===== config.mk =====
export PLATFORM = sky130hd
export DESIGN_NAME = vec_operand_prep
export DESIGN_NICKNAME = d
export VERILOG_FILES = /design/src/rtl/vpre_pkg.sv /design/src/rtl/vpre_ctrl.sv /design/src/rtl/vpre_dp.sv /design/src/rtl/vec_operand_prep.sv
export SDC_FILE = /design/constraint.sdc
export NUM_CORES = 2
export LEC_CHECK = 0
export ABC_AREA = 1
export BUFFER_PORTS_ARGS = -buffer_cell sky130_fd_sc_hd__buf_2
export CAP_MARGIN = 20
export CORE_MARGIN = 2
export CORE_UTILIZATION = 61
export DETAILED_ROUTE_END_ITERATION = 8
export PLACE_DENSITY = 0.83
export SLEW_MARGIN = 0
export SYNTH_ARGS = -nofsm -noshare
export SYNTH_HDL_FRONTEND = slang
export SYNTH_HIERARCHICAL = 1
export SYNTH_SLANG_ARGS = --single-unit
export TNS_END_PERCENT = 30

===== constraint.sdc =====
create_clock -name clk -period 3.7 [get_ports clk]
set_clock_uncertainty 0.1 [all_clocks]
set_input_delay 0.74 -clock clk [delete_from_list [all_inputs] [get_ports clk]]
set_output_delay 0.74 -clock clk [all_outputs]
set_load 0.005 [all_outputs]

===== src/rtl/vpre_pkg.sv =====
package vpre_pkg;

  localparam int VP_LANES = 4;
  localparam int VP_SELW  = $clog2(VP_LANES);

  typedef logic [VP_SELW-1:0] laneSel_t;

  // Stored configuration word; field order fixes the bit layout.
  typedef struct packed {
    logic                          conjEn;
    logic [VP_LANES-1:0]           negMask;
    logic                          absEn;
    logic [VP_LANES-1:0]           zeroMask;
    laneSel_t [VP_LANES-1:0]       shufSel;
    logic                          bcastEn;
    laneSel_t                      bcastSrc;
  } cfgWord_t;

  localparam int VP_CFGW = $bits(cfgWord_t);

  // Decoded strobes handed from control to datapath.
  typedef struct packed {
    logic                          valid;
    logic                          conjEn;
    logic                          absEn;
    logic                          bcast;
    logic [VP_LANES-1:0]           negMask;
    logic [VP_LANES-1:0]           zeroMask;
    laneSel_t [VP_LANES-1:0]       srcSel;
  } laneCtl_t;

endpackage


===== src/rtl/vpre_ctrl.sv =====
module vpre_ctrl
  import vpre_pkg::*;
#(
  parameter int DEPTH = 16,
  localparam int AW = $clog2(DEPTH)
)(
  input  logic            clk,
  input  logic            rstN,
  input  logic            cfgWrEn,
  input  logic [AW-1:0]   cfgWrAddr,
  input  cfgWord_t        cfgWrData,
  input  logic            inValid,
  input  logic [AW-1:0]   inAddr,
  output laneCtl_t        ctl
);

  cfgWord_t cfgMem [DEPTH];
  cfgWord_t rdWord;
  laneSel_t [VP_LANES-1:0] srcSelNext;

  // Configuration store: one entry per write, others untouched.
  always_ff @(posedge clk) begin
    if (!rstN) begin
      for (int k = 0; k < DEPTH; k++) cfgMem[k] <= '0;
    end else if (cfgWrEn) begin
      cfgMem[cfgWrAddr] <= cfgWrData;
    end
  end

  // Read sees the pre-write contents on a same-cycle collision.
  assign rdWord = cfgMem[inAddr];

  for (genvar i = 0; i < VP_LANES; i++) begin : g_sel
    assign srcSelNext[i] = rdWord.bcastEn ? rdWord.bcastSrc : rdWord.shufSel[i];
  end

  always_ff @(posedge clk) begin
    if (!rstN) begin
      ctl <= '0;
    end else begin
      ctl.valid    <= inValid;
      ctl.conjEn   <= rdWord.conjEn;
      ctl.absEn    <= rdWord.absEn;
      ctl.bcast    <= rdWord.bcastEn;
      ctl.negMask  <= rdWord.negMask;
      ctl.zeroMask <= rdWord.zeroMask;
      ctl.srcSel   <= srcSelNext;
    end
  end

  // a written word is held at its address on the next cycle
  a_r1_cfg_store: assert property (@(posedge clk) disable iff (!rstN)
    cfgWrEn |=> (cfgMem[$past(cfgWrAddr)] == $past(cfgWrData)));

endmodule


===== src/rtl/vpre_dp.sv =====
module vpre_dp
  import vpre_pkg::*;
#(
  parameter int DW = 16,
  localparam int LW = 2 * DW,
  localparam int VW = VP_LANES * LW
)(
  input  logic            clk,
  input  logic            rstN,
  input  logic            inValid,
  input  logic [VW-1:0]   inData,
  input  laneCtl_t        ctl,
  output logic            outValid,
  output logic [VW-1:0]   outData
);

  localparam logic signed [DW-1:0] MINV = {1'b1, {(DW-1){1'b0}}};
  localparam logic signed [DW-1:0] MAXV = {1'b0, {(DW-1){1'b1}}};

  function automatic logic signed [DW-1:0] satNeg(input logic signed [DW-1:0] x);
    return (x == MINV) ? MAXV : -x;
  endfunction

  function automatic logic signed [DW-1:0] satAbs(input logic signed [DW-1:0] x);
    return x[DW-1] ? satNeg(x) : x;
  endfunction

  logic [VW-1:0] dataQ;
  logic signed [DW-1:0] srcRe [VP_LANES];
  logic signed [DW-1:0] srcIm [VP_LANES];
  logic [VW-1:0] resNext;

  // Operand capture, aligned with the configuration read.
  always_ff @(posedge clk) begin
    if (!rstN)        dataQ <= '0;
    else if (inValid) dataQ <= inData;
  end

  for (genvar i = 0; i < VP_LANES; i++) begin : g_split
    assign srcRe[i] = dataQ[i*LW +: DW];
    assign srcIm[i] = dataQ[i*LW+DW +: DW];
  end

  for (genvar i = 0; i < VP_LANES; i++) begin : g_lane
    logic signed [DW-1:0] selRe, selIm, mskRe, mskIm, cjIm, finRe, finIm;

    // Lane selection: shuffle or broadcast (resolved in control).
    assign selRe = srcRe[ctl.srcSel[i]];
    assign selIm = srcIm[ctl.srcSel[i]];

    // Zero masking on the output lane.
    assign mskRe = ctl.zeroMask[i] ? '0 : selRe;
    assign mskIm = ctl.zeroMask[i] ? '0 : selIm;

    // Conjugation.
    assign cjIm = ctl.conjEn ? satNeg(mskIm) : mskIm;

    // Absolute value takes priority over per-lane negation.
    always_comb begin
      if (ctl.absEn) begin
        finRe = satAbs(mskRe);
        finIm = satAbs(cjIm);
      end else if (ctl.negMask[i]) begin
        finRe = satNeg(mskRe);
        finIm = satNeg(cjIm);
      end else begin
        finRe = mskRe;
        finIm = cjIm;
      end
    end

    assign resNext[i*LW +: LW] = {finIm, finRe};

    // a masked lane leaves the stage as zero
    a_r5_masked_zero: assert property (@(posedge clk) disable iff (!rstN)
      (outValid && $past(ctl.zeroMask[i])) |-> (outData[i*LW +: LW] == '0));

    // absolute-value results are never negative
    a_r7_abs_nonneg: assert property (@(posedge clk) disable iff (!rstN)
      (outValid && $past(ctl.absEn)) |->
        (!outData[i*LW+DW-1] && !outData[i*LW+LW-1]));

    // pure broadcast gives identical lanes
    if (i > 0) begin : g_bc
      a_r4_bcast_equal: assert property (@(posedge clk) disable iff (!rstN)
        (outValid && $past(ctl.bcast) && ($past(ctl.negMask) == '0) &&
         ($past(ctl.zeroMask) == '0)) |->
          (outData[i*LW +: LW] == outData[0 +: LW]));
    end
  end

  always_ff @(posedge clk) begin
    if (!rstN) begin
      outValid <= 1'b0;
      outData  <= '0;
    end else begin
      outValid <= ctl.valid;
      if (ctl.valid) outData <= resNext;
    end
  end

endmodule


===== src/rtl/vec_operand_prep.sv =====
module vec_operand_prep
  import vpre_pkg::*;
#(
  parameter int DW = 16,
  parameter int DEPTH = 16,
  localparam int AW = $clog2(DEPTH),
  localparam int VW = VP_LANES * 2 * DW
)(
  input  logic               clk,
  input  logic               rstN,
  input  logic               cfgWrEn,
  input  logic [AW-1:0]      cfgWrAddr,
  input  logic [VP_CFGW-1:0] cfgWrData,
  input  logic               inValid,
  input  logic [AW-1:0]      inAddr,
  input  logic [VW-1:0]      inData,
  output logic               outValid,
  output logic [VW-1:0]      outData
);

  laneCtl_t ctlBus;

  vpre_ctrl #(.DEPTH(DEPTH)) u_ctrl (
    .clk       (clk),
    .rstN      (rstN),
    .cfgWrEn   (cfgWrEn),
    .cfgWrAddr (cfgWrAddr),
    .cfgWrData (cfgWord_t'(cfgWrData)),
    .inValid   (inValid),
    .inAddr    (inAddr),
    .ctl       (ctlBus)
  );

  vpre_dp #(.DW(DW)) u_dp (
    .clk      (clk),
    .rstN     (rstN),
    .inValid  (inValid),
    .inData   (inData),
    .ctl      (ctlBus),
    .outValid (outValid),
    .outData  (outData)
  );

  // a result appears one edge after its decoded control
  a_r2_latency: assert property (@(posedge clk) disable iff (!rstN)
    outValid == $past(ctlBus.valid));

endmodule


# After elaboration in Yosys (flattened, before gate mapping)
# Memories as Yosys holds them, arrays and structs flattened.
# Index checks and enable logic that the tools add are counted.
[totals]
rom_bits = 0
ram_bits = 336
mem_count = 1
latchBits = 0
regBits = 276
[mem_list]
columns = ["memory", "depth", "word_bits", "read_ports", "rd_clocked_by_memory_dff", "write_ports", "line", "rtl"]
rows = [
  ["u_ctrl.cfgMem", 16, 21, 1, 0, 16, "vpre_ctrl.sv:17", "cfgWord_t cfgMem [DEPTH];"],
]
[classes]
eq_ne = 12
muxes = 83
n_bitwise = 4
add_sub_neg = 12
order_cmp = 4
n_reduce_logical = 1
n_div = 0
mul = 0
shift = 0
[ops]
columns = ["operator", "count"]
rows = [
  ["$mux 16", 64],
  ["$bmux 16 s2", 8],
  ["$eq 16x16->1 const B", 12],
  ["$neg 16->16", 12],
  ["$mux 21", 1],
  ["$reduce_or 21->1", 1],
  ["$ge 3x3->1 const B", 4],
  ["$not 2->3", 4],
  ["$mux 2", 4],
  ["$mux 1", 5],
  ["$mux 4", 1],
]

# Longest topological paths before layout
[logic_depth]
depth_word = 12
depth_mapped = 28
depth_no_buf = 26

# Modules after synthesis
# Netlist, hierarchy kept.
[by_module_without_submodules]
columns = ["mod", "seq_area_each_um2", "area_each_um2", "cells_per_inst", "n_inst"]
rows = [
  ["vpre_dp", 5144.9, 19427.4, 3259, 1],
  ["vpre_ctrl", 10490.1, 15721.3, 1577, 1],
]

# Worst setup path after synthesis
# Ideal clock, no wire load.
[synth_timing]
path_kind = "register to register"
from = "register, netlist name u_ctrl/ctl[0]"
to = "register u_dp.outData[26]"
path_buffers = 2
setup_time_ns = 0.117
arrival_ns = 2.833
required_time_ns = 3.483
path_stages_with_launch = 25
setup_slack_ns = 0.650
path_cell_list = "dfxtp_1 > buf_6 > buf_6 > a21oi_1 > o21ai_1 > nand2_1 > nand2_2 > ha_1 > nand3_1 > inv_1 > nand2_2 > nor2_2 > nand2_2 > inv_1 > nor2_1 > ha_1 > inv_1 > nor2_1 > nand3_1 > nor2_2 > inv_1 > o21ai_0 > xnor2_1 > nor2_1 > nor2_1"
[synth_via]
elab_chain_len = 12
[synth_lines]
columns = ["element", "line", "rtl"]
rows = [
  ["$not 2->3 (implied by the code) *", "vpre_dp.sv:49", "assign selIm = srcIm[ctl.srcSel[i]];"],
  ["$bmux 16 s2 *", "vpre_dp.sv:49", ""],
  ["$mux 16 (implied by the code) * (2 in a row)", "vpre_dp.sv:49", ""],
  ["$mux 16 *", "vpre_dp.sv:53", "assign mskIm = ctl.zeroMask[i] ? '0 : selIm;"],
  ["$neg 16->16 / $eq 16x16->1 (equally long branches)", "vpre_dp.sv:21", "return (x == MINV) ? MAXV : -x;"],
  ["$mux 16", "vpre_dp.sv:21", ""],
  ["$mux 16 *", "vpre_dp.sv:56", "assign cjIm = ctl.conjEn ? satNeg(mskIm) : mskIm;"],
  ["$neg 16->16 / $eq 16x16->1 (equally long branches)", "vpre_dp.sv:21", ""],
  ["$mux 16", "vpre_dp.sv:21", ""],
  ["$mux 16 (on tied branches)", "vpre_dp.sv:63, vpre_dp.sv:25", ""],
  ["$mux 16 *", "vpre_dp.sv:60", "if (ctl.absEn) begin"],
  ["end signal: assignment", "vpre_dp.sv:98", "if (ctl.valid) outData <= resNext;"],
  ["end: declaration", "vpre_dp.sv:14", "output logic [VW-1:0] outData"],
]
# Mark *: on every way between the ends. The rest lies on a longest branch, timed or not. The select of a mux whose other input is x is not followed.
# A chain may end at the register's enable or synchronous reset.

# Final worst setup path
[layout_timing]
from = "register, netlist name u_ctrl/ctl[3]"
to = "register u_dp.outData[49]"
[layout_via]
elab_chain_len = 12
[layout_lines]
columns = ["element", "line"]
rows = [
  ["$not 2->3 (implied by the code) *", "vpre_dp.sv:49"],
  ["$bmux 16 s2 *", "vpre_dp.sv:49"],
  ["$mux 16 (implied by the code) * (2 in a row)", "vpre_dp.sv:49"],
  ["$mux 16 *", "vpre_dp.sv:53"],
  ["$neg 16->16 / $eq 16x16->1 (equally long branches)", "vpre_dp.sv:21"],
  ["$mux 16", "vpre_dp.sv:21"],
  ["$mux 16 *", "vpre_dp.sv:56"],
  ["$neg 16->16 / $eq 16x16->1 (equally long branches)", "vpre_dp.sv:21"],
  ["$mux 16", "vpre_dp.sv:21"],
  ["$mux 16 (on tied branches)", "vpre_dp.sv:63, vpre_dp.sv:25"],
  ["$mux 16 *", "vpre_dp.sv:60"],
]
# Marks and branches as above.

==> run_results.csv <==
group,metric,value,unit
outcome,outcome,"finished, final reports clean",
timing,drv_slew,0,
floorplanning,start_util,61.9,%
timing,fin_crit,3.47,ns
cts,clock_path_buffers,3,
grt,grt_pass1_vias,30700,
pwr,combPwrFrac,26.6,%
floorplanning,io_pins,290,
cts,clockRootBuffer,"clkbuf_16",
worst_setup_path,start_kind,"flop",
floorplanning,num_rows,87,
detailed_routing,route.detailed.drc,0,
finish,area_delta_synth_final,10.8,%
cts,cts_tree,"built",
grt,grt_max_degree,181,
worst_setup_path,path_max_fanout,12,
grt,grt_pass1_wl,172000,um
placement,place_area,36800,um2
timing,final-hold-violation-count,0,
run,cap_violations,0,
floorplanning,fp.dieW,244,um
worst_setup_path,end_kind,"flop",
timing,tightest_slew,1.00,ns
pwr,p_int,12.9,mW
synth,synthCells,4834,
cts,clk_pin_slew,0.07,ns
timing,post-route-period-util,93.8,%
detailed_routing,drt_wl_total,113000,um
worst_setup_path,reg2reg_slack,0.23,ns
finish,fillCellCount,4679,
synth,synth_warnings,6,
grt,grt_overflow,0,
detailed_routing,wl_per_cell,19.5,um
pwr,leakage,17.5,nW
cts,cts_sinks,612,
hold_path,hp-class,"primary input to flop",
cts,htreeDepth,2,
pwr,p_sw,6.65,mW
detailed_routing,ant_nets,0,
floorplanning,core_area,56700,um2
pwr,clock_power_share,32.9,%
floorplanning,dieHeight,244,um
pwr,power_density,501,nW/um2
timing,finalSetupViolCount,0,
detailed_routing,viasPerCell,5.95,
worst_setup_path,arrival,3.90,ns
grt,antenna_found_initial,1,
pwr,power.total,19.5,mW
worst_setup_path,crit_type,"flop to flop",
cts,clock_latency,0.67,ns
timing,slew_headroom,33.2,%
detailed_routing,firstDrtPassIters,6,
pwr,swShare,34.1,%
placement,dp_hpwl,78300,um
detailed_routing,num_vias,34400,
finish,stdcell_area,38900,um2
worst_setup_path,required,4.13,ns
pwr,peakVddDrop,0.498,mV
synth,syn_nets,5007,
cts,cts_made_buffers,60,
finish,finish.utilization,68.6,%
placement,place.gp.congestion,1.03,
finish,nNetsFinal,5153,
finish,drive_gt1_share,13.0,%
synth,syn_area,35100,um2
cts,hold_buffers,0,
pwr,power_frac_seq,40.5,%
placement,portBuffers,289,
grt,grt_use_total,36.7,%
synth,syn_area_per_cell,7.27,um2
finish,n_antenna_cell,0,
detailed_routing,drt_iter0_drc,4678,
floorplanning,die_area,59500,um2
timing,rsz0062_at_grt,"yes",
timing,worst_hold_slack,0.191,ns
timing,max_freq,0.288,GHz
-- cell usage in the layout (no fill, tap or decap), types with 38 or more instances in the layout --
| master | n |
|---|---|
| clkbuf_16 | 67 |
| edfxtp_1 | 336 |
| a21oi_1 | 272 |
| o21ai_1 | 65 |
| o211ai_1 | 114 |
| xor2_1 | 38 |
| o21ai_0 | 528 |
| nand2_1 | 1078 |
| buf_2 | 287 |
| nor2_1 | 908 |
| buf_4 | 100 |
| dfxtp_1 | 268 |
| nand3_1 | 267 |
| inv_1 | 342 |
-- registers in the layout (all words and copies together), names as in the netlist --
signal,flops
u_ctrl/cfgMem,336
u_ctrl/ctl,19
u_dp/dataQ,128
u_dp/outData,128
u_dp/outValid,1
-- worst max-delay path, cell delays in order (launching register included) --
cell	delay, ns
dfxtp_1	0.37
clkinvlp_4	0.28
buf_4	0.28
nand3_1	0.08
nand2_1	0.09
nand2_1	0.16
nand2_1	0.10
nor2_1	0.25
nand3_1	0.21
nor2_4	0.21
nor2_1	0.10
ha_1	0.21
inv_1	0.08
nor2_1	0.05
nand3_1	0.10
nor2_2	0.08
nand3_1	0.10
nor2_2	0.07
nand3_2	0.11
nand2_4	0.11
o21ai_0	0.18
inv_1	0.05
-- worst paths after layout --
path                   start  depth (start not counted)          endpoint
min reg2reg  u_dp/outData[9]                          2   u_dp/outData[9]
max reg2reg    u_ctrl/ctl[3]                         21  u_dp/outData[49]
max            u_ctrl/ctl[3]                         21  u_dp/outData[49]
min               inData[11]                          3    u_dp/dataQ[11]
-- cell type report --
type | count | area, um2 | area share [%]
Clock buffer | 84 | 1780 | 4.58
Timing Repair Buffer | 396 | 2360 | 6.06
Inverter | 374 | 1430 | 3.68
Clock inverter | 27 | 298 | 0.765
Sequential cell | 612 | 15600 | 40.2
Tap cell | 756 | 946 | 2.43
Multi-Input combinational cell | 3536 | 16500 | 42.3
-- per-stage QoR --
stage	worst slack, ns	cells	TNS [ns]
4_1_cts	0.217	5780	0
2_1_floorplan	0.650	4834	0
3_5_place_dp	0.273	5669	0
3_3_place_gp	0.310	5669	0
6_report	0.228	5785	0
5_1_grt	-0.0418	5785	-0.121
-- routing by layer --
metal / GRT usage [%] / part of all wire [%] / vias up
met5: 0 / 0.012 / -
met4: 17.2 / 5.2 / 2
met3: 7.67 / 12 / 396
met2: 56.7 / 44 / 2181
met1: 49.6 / 39 / 15600
li1: - / - / 16200
-- power by group through the flow --
stage                     combinational, mW  clock, mW  sequential (mW)
after CTS                              5.01       6.45             7.90
after global routing                   5.70       6.72             7.95
after global placement                 4.91          0             8.03
after detailed placement               4.97          0             8.05
after floorplan                        3.66          0             7.92
final                                  5.19       6.41             7.91
-- repair_timing --
action	CTS	global route
setup endpoints to repair	0	45
resized for setup	0	7
setup buffers	0	5
Power figures use the tool's default switching activity.
